## src/rtl/scReg_pkg.sv

```systemverilog
package scReg_pkg;
  localparam int BYTE_W = 8;
  localparam logic [3:0] PREAMBLE = 4'b1011;
  localparam logic [BYTE_W-1:0] ADDR_LO = 8'hFF;
  localparam logic [BYTE_W-1:0] KEY_WEL = 8'h02;
  localparam logic [BYTE_W-1:0] KEY_RWEL = 8'h06;

  typedef struct packed {
    logic capture;
    logic commit;
    logic readOut;
  } dpStrobe_t;

  typedef enum logic [2:0] {
    ST_IDLE, ST_SLAVE, ST_ADDR, ST_DATA, ST_HELD, ST_EXTRA, ST_READ, ST_RDONE
  } busState_t;
endpackage

```

## src/rtl/scReg_ctrl.sv

```systemverilog
module scReg_ctrl
  import scReg_pkg::*;
#(
  parameter int STORE_CYCLES = 2000
) (
  input  logic              clk,
  input  logic              rstN,
  input  logic              evStart,
  input  logic              evStop,
  input  logic              evByteValid,
  input  logic [BYTE_W-1:0] evByte,
  input  logic              evReadReq,
  input  logic              storeStart,
  output dpStrobe_t         strobe,
  output logic              ackStrobe,
  output logic              ackOk,
  output logic              busy
);
  localparam int CNT_W = $clog2(STORE_CYCLES + 1);

  busState_t state, nextState;
  logic addrHi, ackNext;
  logic [CNT_W-1:0] storeCnt;

  assign busy = (storeCnt != '0);

  always_comb begin
    nextState = state;
    strobe = '0;
    ackNext = 1'b0;
    if (evStart) begin
      nextState = ST_SLAVE;
    end else if (evStop) begin
      if (state == ST_HELD || state == ST_EXTRA) strobe.commit = 1'b1;
      nextState = ST_IDLE;
    end else if (evByteValid) begin
      case (state)
        ST_SLAVE: begin
          if (evByte[7:4] == PREAMBLE && !busy) begin
            ackNext = 1'b1;
            nextState = evByte[0] ? ST_READ : ST_ADDR;
          end else begin
            nextState = ST_IDLE;
          end
        end
        ST_ADDR: begin
          if (addrHi && evByte == ADDR_LO) begin
            ackNext = 1'b1;
            nextState = ST_DATA;
          end else begin
            nextState = ST_IDLE;
          end
        end
        ST_DATA: begin
          ackNext = 1'b1;
          strobe.capture = 1'b1;
          nextState = ST_HELD;
        end
        ST_HELD, ST_EXTRA: nextState = ST_EXTRA;
        default: nextState = state;
      endcase
    end else if (evReadReq && state == ST_READ) begin
      strobe.readOut = 1'b1;
      nextState = ST_RDONE;
    end
  end

  always_ff @(posedge clk) begin
    if (!rstN) begin
      state <= ST_IDLE;
      addrHi <= 1'b0;
      ackStrobe <= 1'b0;
      ackOk <= 1'b0;
      storeCnt <= '0;
    end else begin
      state <= nextState;
      if (evByteValid && state == ST_SLAVE) addrHi <= evByte[1];
      ackStrobe <= evByteValid;
      ackOk <= ackNext;
      if (storeStart) storeCnt <= CNT_W'(STORE_CYCLES);
      else if (busy) storeCnt <= storeCnt - 1'b1;
    end
  end


  ack_follow_chk: assert property (@(posedge clk) disable iff (!rstN)
    evByteValid && !evStart && !evStop |=> ackStrobe);


  extra_nack_chk: assert property (@(posedge clk) disable iff (!rstN)
    evByteValid && !evStart && !evStop && (state == ST_HELD || state == ST_EXTRA) |=> !ackOk);


  busy_nack_chk: assert property (@(posedge clk) disable iff (!rstN)
    evByteValid && !evStart && !evStop && state == ST_SLAVE && busy |=> ackStrobe && !ackOk);
endmodule

```

## src/rtl/scReg_datapath.sv

```systemverilog
module scReg_datapath
  import scReg_pkg::*;
#(
  parameter logic [BYTE_W-1:0] NV_INIT = 8'h00
) (
  input  logic              clk,
  input  logic              rstN,
  input  dpStrobe_t         strobe,
  input  logic [BYTE_W-1:0] evByte,
  input  logic              busy,
  output logic              storeStart,
  output logic              rdValid,
  output logic [BYTE_W-1:0] rdData
);
  localparam logic [BYTE_W-1:0] NV_MASK = 8'b1111_1001;

  logic [BYTE_W-1:0] holdByte;
  logic [BYTE_W-1:0] nvBits;
  logic wel, rwel;
  logic [BYTE_W-1:0] viewByte;

  assign storeStart = strobe.commit && wel && rwel;
  assign viewByte = (nvBits & NV_MASK) | {5'b0, rwel, wel, 1'b0};

  always_ff @(posedge clk) begin
    if (!rstN) begin
      holdByte <= '0;
      nvBits <= NV_INIT & NV_MASK;
      wel <= 1'b0;
      rwel <= 1'b0;
      rdValid <= 1'b0;
      rdData <= '0;
    end else begin
      if (strobe.capture) holdByte <= evByte;
      if (strobe.commit) begin
        if (wel && rwel) begin
          nvBits <= holdByte & NV_MASK;
          wel <= 1'b0;
          rwel <= 1'b0;
        end else if (!wel && holdByte == KEY_WEL) begin
          wel <= 1'b1;
        end else if (wel && !rwel && holdByte == KEY_RWEL) begin
          rwel <= 1'b1;
        end
      end
      rdValid <= strobe.readOut;
      if (strobe.readOut) rdData <= viewByte;
    end
  end


  rwel_needs_wel_chk: assert property (@(posedge clk) disable iff (!rstN)
    rwel |-> wel);


  latch_clear_chk: assert property (@(posedge clk) disable iff (!rstN)
    storeStart |=> !wel && !rwel);


  nv_frozen_chk: assert property (@(posedge clk) disable iff (!rstN)
    busy |=> $stable(nvBits));
endmodule

```

## src/rtl/prot_ctrl_reg.sv

```systemverilog
module prot_ctrl_reg
  import scReg_pkg::*;
#(
  parameter int STORE_CYCLES = 2000,
  parameter logic [7:0] NV_INIT = 8'h00
) (
  input  logic       clk,
  input  logic       rstN,
  input  logic       evStart,
  input  logic       evStop,
  input  logic       evByteValid,
  input  logic [7:0] evByte,
  input  logic       evReadReq,
  output logic       ackStrobe,
  output logic       ackOk,
  output logic       rdValid,
  output logic [7:0] rdData,
  output logic       busy
);
  dpStrobe_t strobe;
  logic storeStart;

  scReg_ctrl #(.STORE_CYCLES(STORE_CYCLES)) ctrlInst (
    .clk(clk), .rstN(rstN), .evStart(evStart), .evStop(evStop),
    .evByteValid(evByteValid), .evByte(evByte), .evReadReq(evReadReq),
    .storeStart(storeStart), .strobe(strobe), .ackStrobe(ackStrobe),
    .ackOk(ackOk), .busy(busy)
  );

  scReg_datapath #(.NV_INIT(NV_INIT)) dpInst (
    .clk(clk), .rstN(rstN), .strobe(strobe), .evByte(evByte), .busy(busy),
    .storeStart(storeStart), .rdValid(rdValid), .rdData(rdData)
  );


  reset_quiet_chk: assert property (@(posedge clk) !rstN |=> !busy && !ackStrobe && !rdValid);
endmodule

```

## config.mk

```make
export PLATFORM = sky130hd
export DESIGN_NAME = prot_ctrl_reg
export DESIGN_NICKNAME = d
export VERILOG_FILES = /design/src/rtl/scReg_pkg.sv /design/src/rtl/scReg_ctrl.sv /design/src/rtl/scReg_datapath.sv /design/src/rtl/prot_ctrl_reg.sv
export SDC_FILE = /design/constraint.sdc
export NUM_CORES = 1
export LEC_CHECK = 0
export BUFFER_PORTS_ARGS = -buffer_cell sky130_fd_sc_hd__buf_2
export CAP_MARGIN = 20
export CORE_MARGIN = 4
export CORE_UTILIZATION = 30
export DETAILED_ROUTE_END_ITERATION = 10
export SKIP_CTS_REPAIR_TIMING = 1
export SYNTH_ARGS = -nofsm -noshare
export SYNTH_HDL_FRONTEND = slang
export SYNTH_SLANG_ARGS = --single-unit
```

## constraint.sdc

```tcl
create_clock -name clk -period 4.4 [get_ports clk]
set_input_delay 0.66 -clock clk [delete_from_list [all_inputs] [get_ports clk]]
set_output_delay 0.66 -clock clk [all_outputs]
set_load 0.01 [all_outputs]
```

==> results of run 1 <==
## flip-flops by register name (all words and copies together) (netlist names)
| register | flops |
|---|---|
| dpInst.rdData | 8 |
| ctrlInst.addrHi | 1 |
| ctrlInst.ackStrobe | 1 |
| ctrlInst.storeCnt | 11 |
| dpInst.wel | 1 |
| ctrlInst.ackOk | 1 |
| dpInst.rdValid | 1 |
| dpInst.rwel | 1 |
| dpInst.holdByte | 8 |
| ctrlInst.state | 3 |
| dpInst.nvBits | 6 |
## synthesized netlist by cell type (2+ instances only)
cell type / instances / share of area
a21oi_1: 14 / 0.038
a31oi_1: 6 / 0.020
and3_1: 2 / 0.0068
clkbuf_1: 8 / 0.016
dfxtp_1: 42 / 0.45
inv_1: 5 / 0.010
mux2i_1: 17 / 0.092
nand2_1: 20 / 0.041
nand2b_1: 3 / 0.010
nand3_1: 6 / 0.016
nand3b_1: 2 / 0.0081
nor2_1: 30 / 0.061
nor2b_1: 4 / 0.014
nor3_1: 6 / 0.016
nor4b_1: 2 / 0.0095
nor4bb_1: 2 / 0.011
o2111ai_1: 2 / 0.0095
o21ai_0: 6 / 0.016
o31ai_1: 2 / 0.0081
o41ai_1: 2 / 0.0095
or3_1: 2 / 0.0068
or3_2: 2 / 0.0081
or4_1: 2 / 0.0081
xor2_1: 2 / 0.0095
## critical path, stage by stage (launching register included)
cell     delay, ps
dfxtp_1        340
or4_1          670
nor4_4         470
inv_2          150
buf_2          180
## per-stage QoR
step	total power (W)	setup WS, ps	cells
after floorplan	0.000704	2300	210
after detailed placement	0.000760	1950	300
after CTS	0.00102	1610	308
after global placement	0.000756	1960	300
after global routing	0.00108	1500	309
final	0.00100	1640	309
## kinds of logic (layout without fill, tap and decap cells)
group / Yosys count / in the layout / synth area share
and+or+nand+nor: 92 / 92 / 0.263
DFF: 42 / 42 / 0.455
AOI/OAI and AO/OA: 39 / 39 / 0.135
muxes: 17 / 17 / 0.0921
buffers and inverters: 16 / 40 / 0.0338
xor gates and xnor gates: 3 / 3 / 0.0142
adders and majority gates: 1 / 1 / 0.00677
## final timing paths
check | start | end | cells after the start
max | ctrlInst.storeCnt[6] | busy | 4
max reg2reg | ctrlInst.storeCnt[6] | ctrlInst.storeCnt[7] | 5
min | dpInst.nvBits[7] | dpInst.nvBits[7] | 2
min reg2reg | dpInst.nvBits[7] | dpInst.nvBits[7] | 2
## routing by layer
metal | track usage | vias to the layer above | routed length [um]
li1 | - | 794 | -
met1 | 0.141 | 679 | 1840
met2 | 0.160 | 36 | 1650
met3 | 0.0247 | 4 | 164
met4 | 0.0567 | 0 | 60
met5 | 0 | - | 0
## power groups by stage
stage                     clock network (W)  registers, W  logic, W
after global routing               0.000280      0.000458  0.000338
after floorplan                           0      0.000451  0.000253
after global placement                    0      0.000458  0.000298
after detailed placement                  0      0.000458  0.000302
after CTS                          0.000267      0.000449  0.000304
final                              0.000253      0.000449  0.000300
## cell type report
| cell class | count | area (um^2) | area share |
|---|---|---|---|
| inverter | 6 | 22.5 | 0.0106 |
| multi-input combinational | 152 | 951 | 0.445 |
| timing repair buffer | 26 | 133 | 0.0621 |
| clock buffer | 5 | 68.8 | 0.0322 |
| tap | 75 | 93.8 | 0.0440 |
| sequential | 42 | 841 | 0.394 |
| clock inverter | 3 | 25.0 | 0.0117 |
==> parameters.txt, run 1 <==
Parameter                              Value

Worst setup path
  Worst Path Required ... 3740 ps
  Kind of critical path ... reg -> out
  CP Launch Type ... register
  Minimum setup slack among reg-to-reg paths ... 2320 ps
  Type of destination of the critical path ... output pin
  Critical-path maximum fanout ... 10
  Arrival @ worst endpoint ... 2100 ps

Synthesis
  Top FF cell, synth ... dfxtp_1
  Share of flip-flops with an asynchronous set or reset after synthesis ... 0
  Yosys warns ... 0
  Synth Net Count ... 225
  Number of distinct library cell variants in the gate-level netlist after synthesis ... 45
  Instance count of the mapped netlist ... 210
  Cell area after synthesis ... 0.00185 mm^2
  Seq cells post-synth ... 42
  Average cell area after synthesis ... 8.80 um^2
  Number of synthesized flops with an enable pin ... 0
  Sequential element share of the synthesized area ... 0.455

Detailed routing
  Detailed-route via count ... 1,513
  Detailed-router iteration count before antenna repair ... 4
  Post-route DRC ... 0
  Wire length per cell after detailed routing ... 12.0 um
  Wire length after detailed routing ... 3710 um
  Count of nets left with antenna violations after detail routing ... 0
  Number of vias per cell after detailed routing ... 4.90
  Number of DRC markers in iteration 0 ... 76

Global route
  Wire length of the first global-routing pass ... 6420 um
  Pin count of the biggest net entering global routing ... 33
  Vias in the first global route ... 1,434
  Number of antenna violations at the first check in global routing ... 0
  Aggregate global-route resource usage ... 0.106
  Congestion Overflow GR ... 0

Timing
  Unrepaired setup endpoints after global routing ... false
  Worst Max-Slew Pin Slew ... 974 ps
  Shortest period the worst path allows ... 2760 ps
  Final count of negative-setup-slack endpoints ... 0
  Achievable clock frequency ... 362 MHz
  Fin. max-slew vios ... 0
  Post-route worst hold slack ... 456 ps
  Hold Violations, Final ... 0
  Worst slew margin relative to its limit ... 0.350
  Fraction of the cycle the final worst path needs ... 0.627
  Total negative slack for setup checks ... 0 ps
  Clk_skew ... 9.37 ps

Cells and area
  Area growth, synth to finish ... 15.5%
  Layout cell share with drive strength beyond 1 ... 0.192
  Fin nets ... 248
  Antenna diode count ... 0
  Commonest cells after routing, fill and taps aside ... dfxtp_1, nor2_1, buf_2
  Final standard cell utilization of the core ... 0.358
  Fillers ... 630
  Post-route cell area ... 0.00213 mm^2
  Most common cell after layout, fill and taps aside ... dfxtp_1

Job
  Number of violations of the max-capacitance limit ... 0

Placement
  Final HPWL from detailed placement ... 2760 um
  Count of input and output buffers ... 25
  Routability congestion estimate from global placement ... 0.835
  Placed cell area ... 0.00203 mm^2

CTS
  CTS tree ... yes
  CTS Root Buffer Type ... clkbuf_8
  Clock transition at path regs ... 80 ps
  Clock latency reported for the late side of the worst-skew pair ... 290 ps
  Max Buffers Root-to-Sink ... 2
  Number of buffers created by CTS ... 5
  # H-tree levels ... 2
  Clock tree sinks ... 42

Power
  Power density over the cells ... 469 mW/mm^2
  Sw frac ... 0.342
  Design internal power ... 0.000659 W
  Standby leakage power ... 0.840 nW
  Share of power burned in combinational logic ... 0.299
  Sequential group share of total power ... 0.448
  IR drop worst, VDD ... 0.000130 V
  Clk network pwr share ... 0.253
  Switching pwr ... 0.000343 W

Floorplanning
  Die Y ... 86.5 um
  Number of placed I/O pins ... 26
  Row count ... 28
  Die width ... 86.5 um
  Die area ... 0.00748 mm^2
  Initial Utilization ... 0.310
  Core region area ... 0.00596 mm^2

Run status
  Status ... finished, final reports clean

Hold path
  Min-Delay Path Class ... reg -> reg
Power figures use the tool's default switching activity.
==> run 2, diff against run 1 <==
==> constraint.sdc (replaced) <==
create_clock -name clk -period 2.8 [get_ports clk]
set_input_delay 0.42 -clock clk [delete_from_list [all_inputs] [get_ports clk]]
set_output_delay 0.42 -clock clk [all_outputs]
set_load 0.01 [all_outputs]
==> run 2 against run 1 <==
  * Sequential power rose by 58%
  * Sequential share of layout area fell by 0.41 points
  * Die area unchanged
  * Power rose by 59%
  * Final cell count is 0.97% higher
  * Wire length rose by 3.7%
  * Combinational power up 63%
  * Clock power is 58% higher
  * Register-to-register slack got worse by 1400 ps
  * Setup slack lost 1200 ps
  * Global-route usage up 0.11 points
  * Largest cell class unchanged
  * Highest routed layer unchanged
==> parameters.txt, run 2 (synthesis results as in run 1) <==
Parameter                              Value

Power
  Standby leakage power ... 0.855 nW (+1.7%)
  Power density over the cells ... 741 mW/mm^2 (+58%)
  IR drop worst, VDD ... 0.000260 V (+99%)

Worst setup path
  CP Launch Type ... register
  Worst r2r src ... ctrlInst.storeCnt[6]
  Type of destination of the critical path ... output pin
  Number of buffers and inverters on the critical path ... 3 (+1)
  Library cell contributing the largest single delay on the critical path ... or4_1
  Endpoint of the worst register-to-register path ... ctrlInst.storeCnt[7]
  Worst Path Required ... 2380 ps (-1360 ps)
  Arrival @ worst endpoint ... 1920 ps (-180 ps)
  Kind of critical path ... reg -> out
  Crit path max-delay family ... simple AND/OR/NAND/NOR gates
  Count of cells along the worst register-to-register path ... 6 (+1)
  Source of the critical timing path ... ctrlInst.storeCnt[6]
  Minimum setup slack among reg-to-reg paths ... 910 ps (-1410 ps)
  Delay of the slowest critical-path stage ... 680 ps (about the same)
  Cell-by-cell trace of the critical path ... or4_1 -> nor4_4 -> buf_4 -> inv_2 -> buf_2
  Critical-path maximum fanout ... 10 (unchanged)

Timing
  Fraction of the cycle the final worst path needs ... 0.837
  Worst Max-Slew Pin Slew ... 576 ps (-398 ps)
  Post-route worst hold slack ... 380 ps (-76.6 ps)
  Worst slew margin relative to its limit ... 0.615 (+0.265)
  Total negative slack for setup checks ... 0 ps (unchanged)
  Unrepaired setup endpoints after global routing ... false
  Hold Violations, Final ... 0 (unchanged)
  Fin. max-slew vios ... 0 (unchanged)
  Achievable clock frequency ... 427 MHz
  Shortest period the worst path allows ... 2340 ps
  Final count of negative-setup-slack endpoints ... 0 (unchanged)
  Clk_skew ... 7.77 ps (-1.59 ps)

CTS
  Clock transition at path regs ... 80 ps (about the same)
  Clock tree sinks ... 42 (unchanged)
  # H-tree levels ... 2 (unchanged)
  CTS Root Buffer Type ... clkbuf_8
  CTS tree ... yes
  Number of buffers created by CTS ... 5 (unchanged)
  Max Buffers Root-to-Sink ... 2 (unchanged)
  Clock latency reported for the late side of the worst-skew pair ... 290 ps (about the same)

Floorplanning
  Number of placed I/O pins ... 26 (unchanged)
  Core region area ... 0.00596 mm^2 (unchanged)
  Row count ... 28 (unchanged)
  Die width ... 86.5 um (unchanged)
  Initial Utilization ... 0.310 (unchanged)
  Die Y ... 86.5 um (unchanged)
  Die area ... 0.00748 mm^2 (unchanged)

Global route
  Vias in the first global route ... 1,441 (+0.49%)
  Congestion Overflow GR ... 0 (unchanged)
  Wire length of the first global-routing pass ... 6510 um (+1.5%)
  Number of antenna violations at the first check in global routing ... 0 (unchanged)
  Aggregate global-route resource usage ... 0.108 (+0.00108)
  Pin count of the biggest net entering global routing ... 27 (-18%)

Cells and area
  Registers with the most flip-flops ... ctrlInst.storeCnt: 11 flops, dpInst.holdByte: 8 flops, dpInst.rdData: 8 flops
  Fin nets ... 251 (+1.2%)
  Register containing the most flip-flops in the final layout ... ctrlInst.storeCnt
  Antenna diode count ... 0 (unchanged)
  Area growth, synth to finish ... 16.7%
  Layout cell share with drive strength beyond 1 ... 0.203 (+0.0102)
  Fillers ... 623 (-1.1%)
  Commonest cells after routing, fill and taps aside ... dfxtp_1, nor2_1, buf_2
  Most common cell after layout, fill and taps aside ... dfxtp_1
  Max FFs per register ... 11 (unchanged)

Hold path
  Worst min-delay path endpoint ... dpInst.holdByte[7]
  Hold path cells ... 3 (+1)
  HP Start ... evByte[7]
  Min-Delay Path Class ... in -> reg

Detailed routing
  Post-route DRC ... 0 (unchanged)
  Wire length per cell after detailed routing ... 12.3 um (+2.7%)
  Count of nets left with antenna violations after detail routing ... 0 (unchanged)
  Number of DRC markers in iteration 0 ... 106 (+39%)
  Number of vias per cell after detailed routing ... 4.96 (+1.3%)
  Wire length after detailed routing ... 3850 um (+3.7%)
  Detailed-router iteration count before antenna repair ... 4 (unchanged)
  Detailed-route via count ... 1,548 (+2.3%)

Job
  Number of violations of the max-capacitance limit ... 0 (unchanged)

Placement
  Count of input and output buffers ... 25 (unchanged)
  Final HPWL from detailed placement ... 2870 um (+3.9%)
  Routability congestion estimate from global placement ... 0.811 (-3.0%)

Run status
  Status ... finished, final reports clean
==> run 2: through the flow <==
step | util | setup slack (ps) | cell area (um^2) | power, W | std cells
CTS | 0.362 | 448 | 2160 | 0.00162 | 312
detailed placement | 0.346 | 779 | 2060 | 0.00121 | 304
floorplan | - | 935 | 1850 | 0.00111 | 210
finish | 0.362 | 457 | 2160 | 0.00160 | 312
global placement | 0.346 | 785 | 2060 | 0.00120 | 304
global route | 0.362 | 360 | 2160 | 0.00172 | 312
==> run 2: routing by layer <==
layer | track usage | share of wire | vias up
li1 | - | - | 798
met1 | 0.146 | 0.52 | 709
met2 | 0.168 | 0.43 | 36
met3 | 0.0190 | 0.030 | 5
met4 | 0.0467 | 0.019 | 0
met5 | 0 | 0 | -
==> run 2: worst min-delay path, delay by kind of cell <==
kind	cells	cell delay, ps
simple gates	1	70
mux	1	60
buf+inv	1	90
==> run 2: final cells by class <==
cell class	count	area (um^2)	share of cell area
Multi-Input combinational cell	152	951	0.441
Sequential cell	42	841	0.390
Timing Repair Buffer	29	155	0.0719
Tap cell	75	93.8	0.0435
Clock buffer	5	68.8	0.0319
Clock inverter	3	25.0	0.0116
Inverter	6	22.5	0.0104
==> run 2: worst max path at each step <==
stage / end / slack [ps] / cells past startpoint
after CTS: busy / 450 / 5
after global placement: busy / 790 / 5
final: busy / 460 / 5
after detailed placement: busy / 780 / 5
after global routing: busy / 360 / 5
after floorplan: busy / 940 / 4
==> run 2: power breakdown <==
| group | internal [W] | leakage, nW | switching, W | total [W] |
|---|---|---|---|---|
| registers | 0.000655 | 0.341 | 0.0000525 | 0.000708 |
| clock network | 0.000180 | 0.0447 | 0.000221 | 0.000401 |
| logic | 0.000213 | 0.469 | 0.000275 | 0.000488 |
==> run 3, diff against run 2 <==
==> constraint.sdc (replaced) <==
create_clock -name clk -period 2.2 [get_ports clk]
set_input_delay 0.33 -clock clk [delete_from_list [all_inputs] [get_ports clk]]
set_output_delay 0.33 -clock clk [all_outputs]
set_load 0.01 [all_outputs]
==> run 3 against run 2 <==
  * Wire length up 1.5%
  * Clock-buffer cell count unchanged
  * Sequential share of layout area down 0.27 points
  * Critical path depth down 1
  * Critical path type unchanged
  * Critical endpoint unchanged
  * Largest power group unchanged
==> parameters.txt, run 3 (synthesis results as in run 1) <==
Parameter                              Value

CTS
  Max Buffers Root-to-Sink ... 2 (unchanged)
  CTS Root Buffer Type ... clkbuf_8
  Clock transition at path regs ... 80 ps (about the same)
  Clock tree sinks ... 42 (unchanged)
  # H-tree levels ... 2 (unchanged)
  CTS tree ... yes
  Number of buffers created by CTS ... 5 (unchanged)
  Clock latency reported for the late side of the worst-skew pair ... 290 ps (about the same)

Global route
  Pin count of the biggest net entering global routing ... 21 (-22%)
  Wire length of the first global-routing pass ... 6710 um (+3.0%)
  Vias in the first global route ... 1,481 (+2.8%)
  Number of antenna violations at the first check in global routing ... 0 (unchanged)
  Aggregate global-route resource usage ... 0.111 (+0.00323)
  Congestion Overflow GR ... 0 (unchanged)

Worst setup path
  Type of destination of the critical path ... output pin
  CP Launch Type ... register
  Worst Path Required ... 1870 ps (-510 ps)
  Critical-path maximum fanout ... 7 (-3)
  Library cell contributing the largest single delay on the critical path ... or3_1
  Kind of critical path ... reg -> out
  Source of the critical timing path ... ctrlInst.storeCnt[3]
  Crit path max-delay family ... simple AND/OR/NAND/NOR gates
  Capturing element of the worst setup path ... busy
  Worst r2r src ... ctrlInst.storeCnt[0]
  Delay of the slowest critical-path stage ... 500 ps (-180 ps)
  Minimum setup slack among reg-to-reg paths ... 400 ps (-510 ps)
  Endpoint of the worst register-to-register path ... ctrlInst.storeCnt[9]
  Count of cells along the worst register-to-register path ... 7 (+1)
  Instance count on the critical path ... 4 (-1)
  Arrival @ worst endpoint ... 1730 ps (-190 ps)
  Cell-by-cell trace of the critical path ... or3_1 -> nor4_4 -> inv_2 -> buf_2
  Number of buffers and inverters on the critical path ... 2 (-1)

Floorplanning
  Core region area ... 0.00596 mm^2 (unchanged)
  Die width ... 86.5 um (unchanged)
  Row count ... 28 (unchanged)
  Number of placed I/O pins ... 26 (unchanged)
  Initial Utilization ... 0.310 (unchanged)
  Die area ... 0.00748 mm^2 (unchanged)
  Die Y ... 86.5 um (unchanged)

Timing
  Total negative slack for setup checks ... 0 ps (unchanged)
  Shortest period the worst path allows ... 2060 ps
  Unrepaired setup endpoints after global routing ... false
  Final count of negative-setup-slack endpoints ... 0 (unchanged)
  Clk_skew ... 5.07 ps (-2.71 ps)
  Achievable clock frequency ... 486 MHz
  Post-route worst hold slack ... 291 ps (-89.1 ps)
  Worst Max-Slew Pin Slew ... 520 ps (-56.3 ps)
  Fraction of the cycle the final worst path needs ... 0.936
  Fin. max-slew vios ... 0 (unchanged)
  Worst slew margin relative to its limit ... 0.649 (+0.0339)
  Hold Violations, Final ... 0 (unchanged)

Cells and area
  Most common cell after layout, fill and taps aside ... dfxtp_1
  Register containing the most flip-flops in the final layout ... ctrlInst.storeCnt
  Area growth, synth to finish ... 17.5%
  Commonest cells after routing, fill and taps aside ... dfxtp_1, nor2_1, buf_2
  Antenna diode count ... 0 (unchanged)
  Fin nets ... 253 (+0.80%)
  Register Area ... 841 um^2 (unchanged)
  Multi-input logic area ... 955 um^2 (+0.39%)
  Registers with the most flip-flops ... ctrlInst.storeCnt: 11 flops, dpInst.holdByte: 8 flops, dpInst.rdData: 8 flops
  Fillers ... 657 (+5.5%)
  Max FFs per register ... 11 (unchanged)
  Layout cell share with drive strength beyond 1 ... 0.213 (+0.0109)
  Post-layout instance count excluding filler cells ... 314 (+0.64%)
  Final standard cell utilization of the core ... 0.365 (+0.00252)

Power
  Switching pwr ... 0.000696 W (+27%)
  Final Power ... 0.00204 W (+28%)
  Power density over the cells ... 939 mW/mm^2 (+27%)
  Standby leakage power ... 0.863 nW (+1.0%)
  IR drop worst, VDD ... 0.000336 V (+29%)
  Sequential group share of total power ... 0.444 (about the same)
  Share of power burned in combinational logic ... 0.314 (+0.008)
  Sw frac ... 0.341 (-0.00223)
  Clk network pwr share ... 0.242 (-0.009)
  Design internal power ... 0.00134 W (+28%)

Detailed routing
  Wire length per cell after detailed routing ... 12.4 um (+0.83%)
  Number of DRC markers in iteration 0 ... 92 (-13%)
  Count of nets left with antenna violations after detail routing ... 0 (unchanged)
  Number of vias per cell after detailed routing ... 4.93 (-0.64%)
  Detailed-router iteration count before antenna repair ... 4 (unchanged)
  Wire length after detailed routing ... 3910 um (+1.5%)
  Detailed-route via count ... 1,548 (unchanged)
  Post-route DRC ... 0 (unchanged)

Placement
  Placed instance count ... 306 (+0.66%)
  Routability congestion estimate from global placement ... 0.852 (+5.1%)
  Count of input and output buffers ... 25 (unchanged)
  Final HPWL from detailed placement ... 2880 um (+0.10%)

Job
  Number of violations of the max-capacitance limit ... 0 (unchanged)

Run status
  Status ... finished, final reports clean

Hold path
  Min-Delay Path Class ... in -> reg
==> run 3: changes by cell type in the layout (fill, tap and decap cells not counted), sizes merged <==
cell and change:
buf +2, inv -1, clkinv +1
==> run 3: worst min-delay path by stage <==
stage                           from                 end  slack, ps  cells past startpoint
detailed placement  dpInst.nvBits[7]    dpInst.nvBits[7]        450                      2
global placement    dpInst.nvBits[4]    dpInst.nvBits[4]        440                      2
floorplan           dpInst.nvBits[0]    dpInst.nvBits[0]        440                      2
finish                     evByte[5]  dpInst.holdByte[5]        290                      3
global route               evByte[5]  dpInst.holdByte[5]        310                      3
CTS                        evByte[5]  dpInst.holdByte[5]        290                      3
==> run 3: worst register-to-register path: cells and delay by family (launching register included) <==
family / cells / cell delay [ps]
AOI/OAI and AO/OA: 1 / 160
adders and majority gates: 1 / 210
buffers and inverters: 2 / 260
DFF: 1 / 360
and+or+nand+nor: 3 / 750
==> run 3: area by class of cell <==
cell class | count | share of cell area
multi-input cells | 152 | 0.440
inverters | 6 | 0.0104
well taps | 75 | 0.0432
clock inverters | 3 | 0.00979
repair buffers | 31 | 0.0783
flip-flops and latches | 42 | 0.387
clock buffers | 5 | 0.0317
==> run 3: power groups by stage <==
stage                     registers (W)  clock network [W]  logic, W
after floorplan                0.000902                  0  0.000506
after global placement         0.000916                  0  0.000617
after detailed placement       0.000916                  0  0.000624
after CTS                      0.000900           0.000511  0.000631
after global routing           0.000922           0.000553  0.000713
final                          0.000905           0.000495  0.000640
==> run 3: layer usage <==
layer / global-route usage / vias up / share of wire
li1: - / 801 / -
met1: 0.149 / 716 / 0.50
met2: 0.170 / 26 / 0.44
met3: 0.0257 / 5 / 0.040
met4: 0.0467 / 0 / 0.017
met5: 0 / - / 0
==> run 3: through the flow <==
step	instance area [um^2]	worst slack [ps]
finish	2170	141
global route	2170	29.8
CTS	2170	34.0
detailed placement	2080	409
global placement	2080	419
floorplan	1850	361
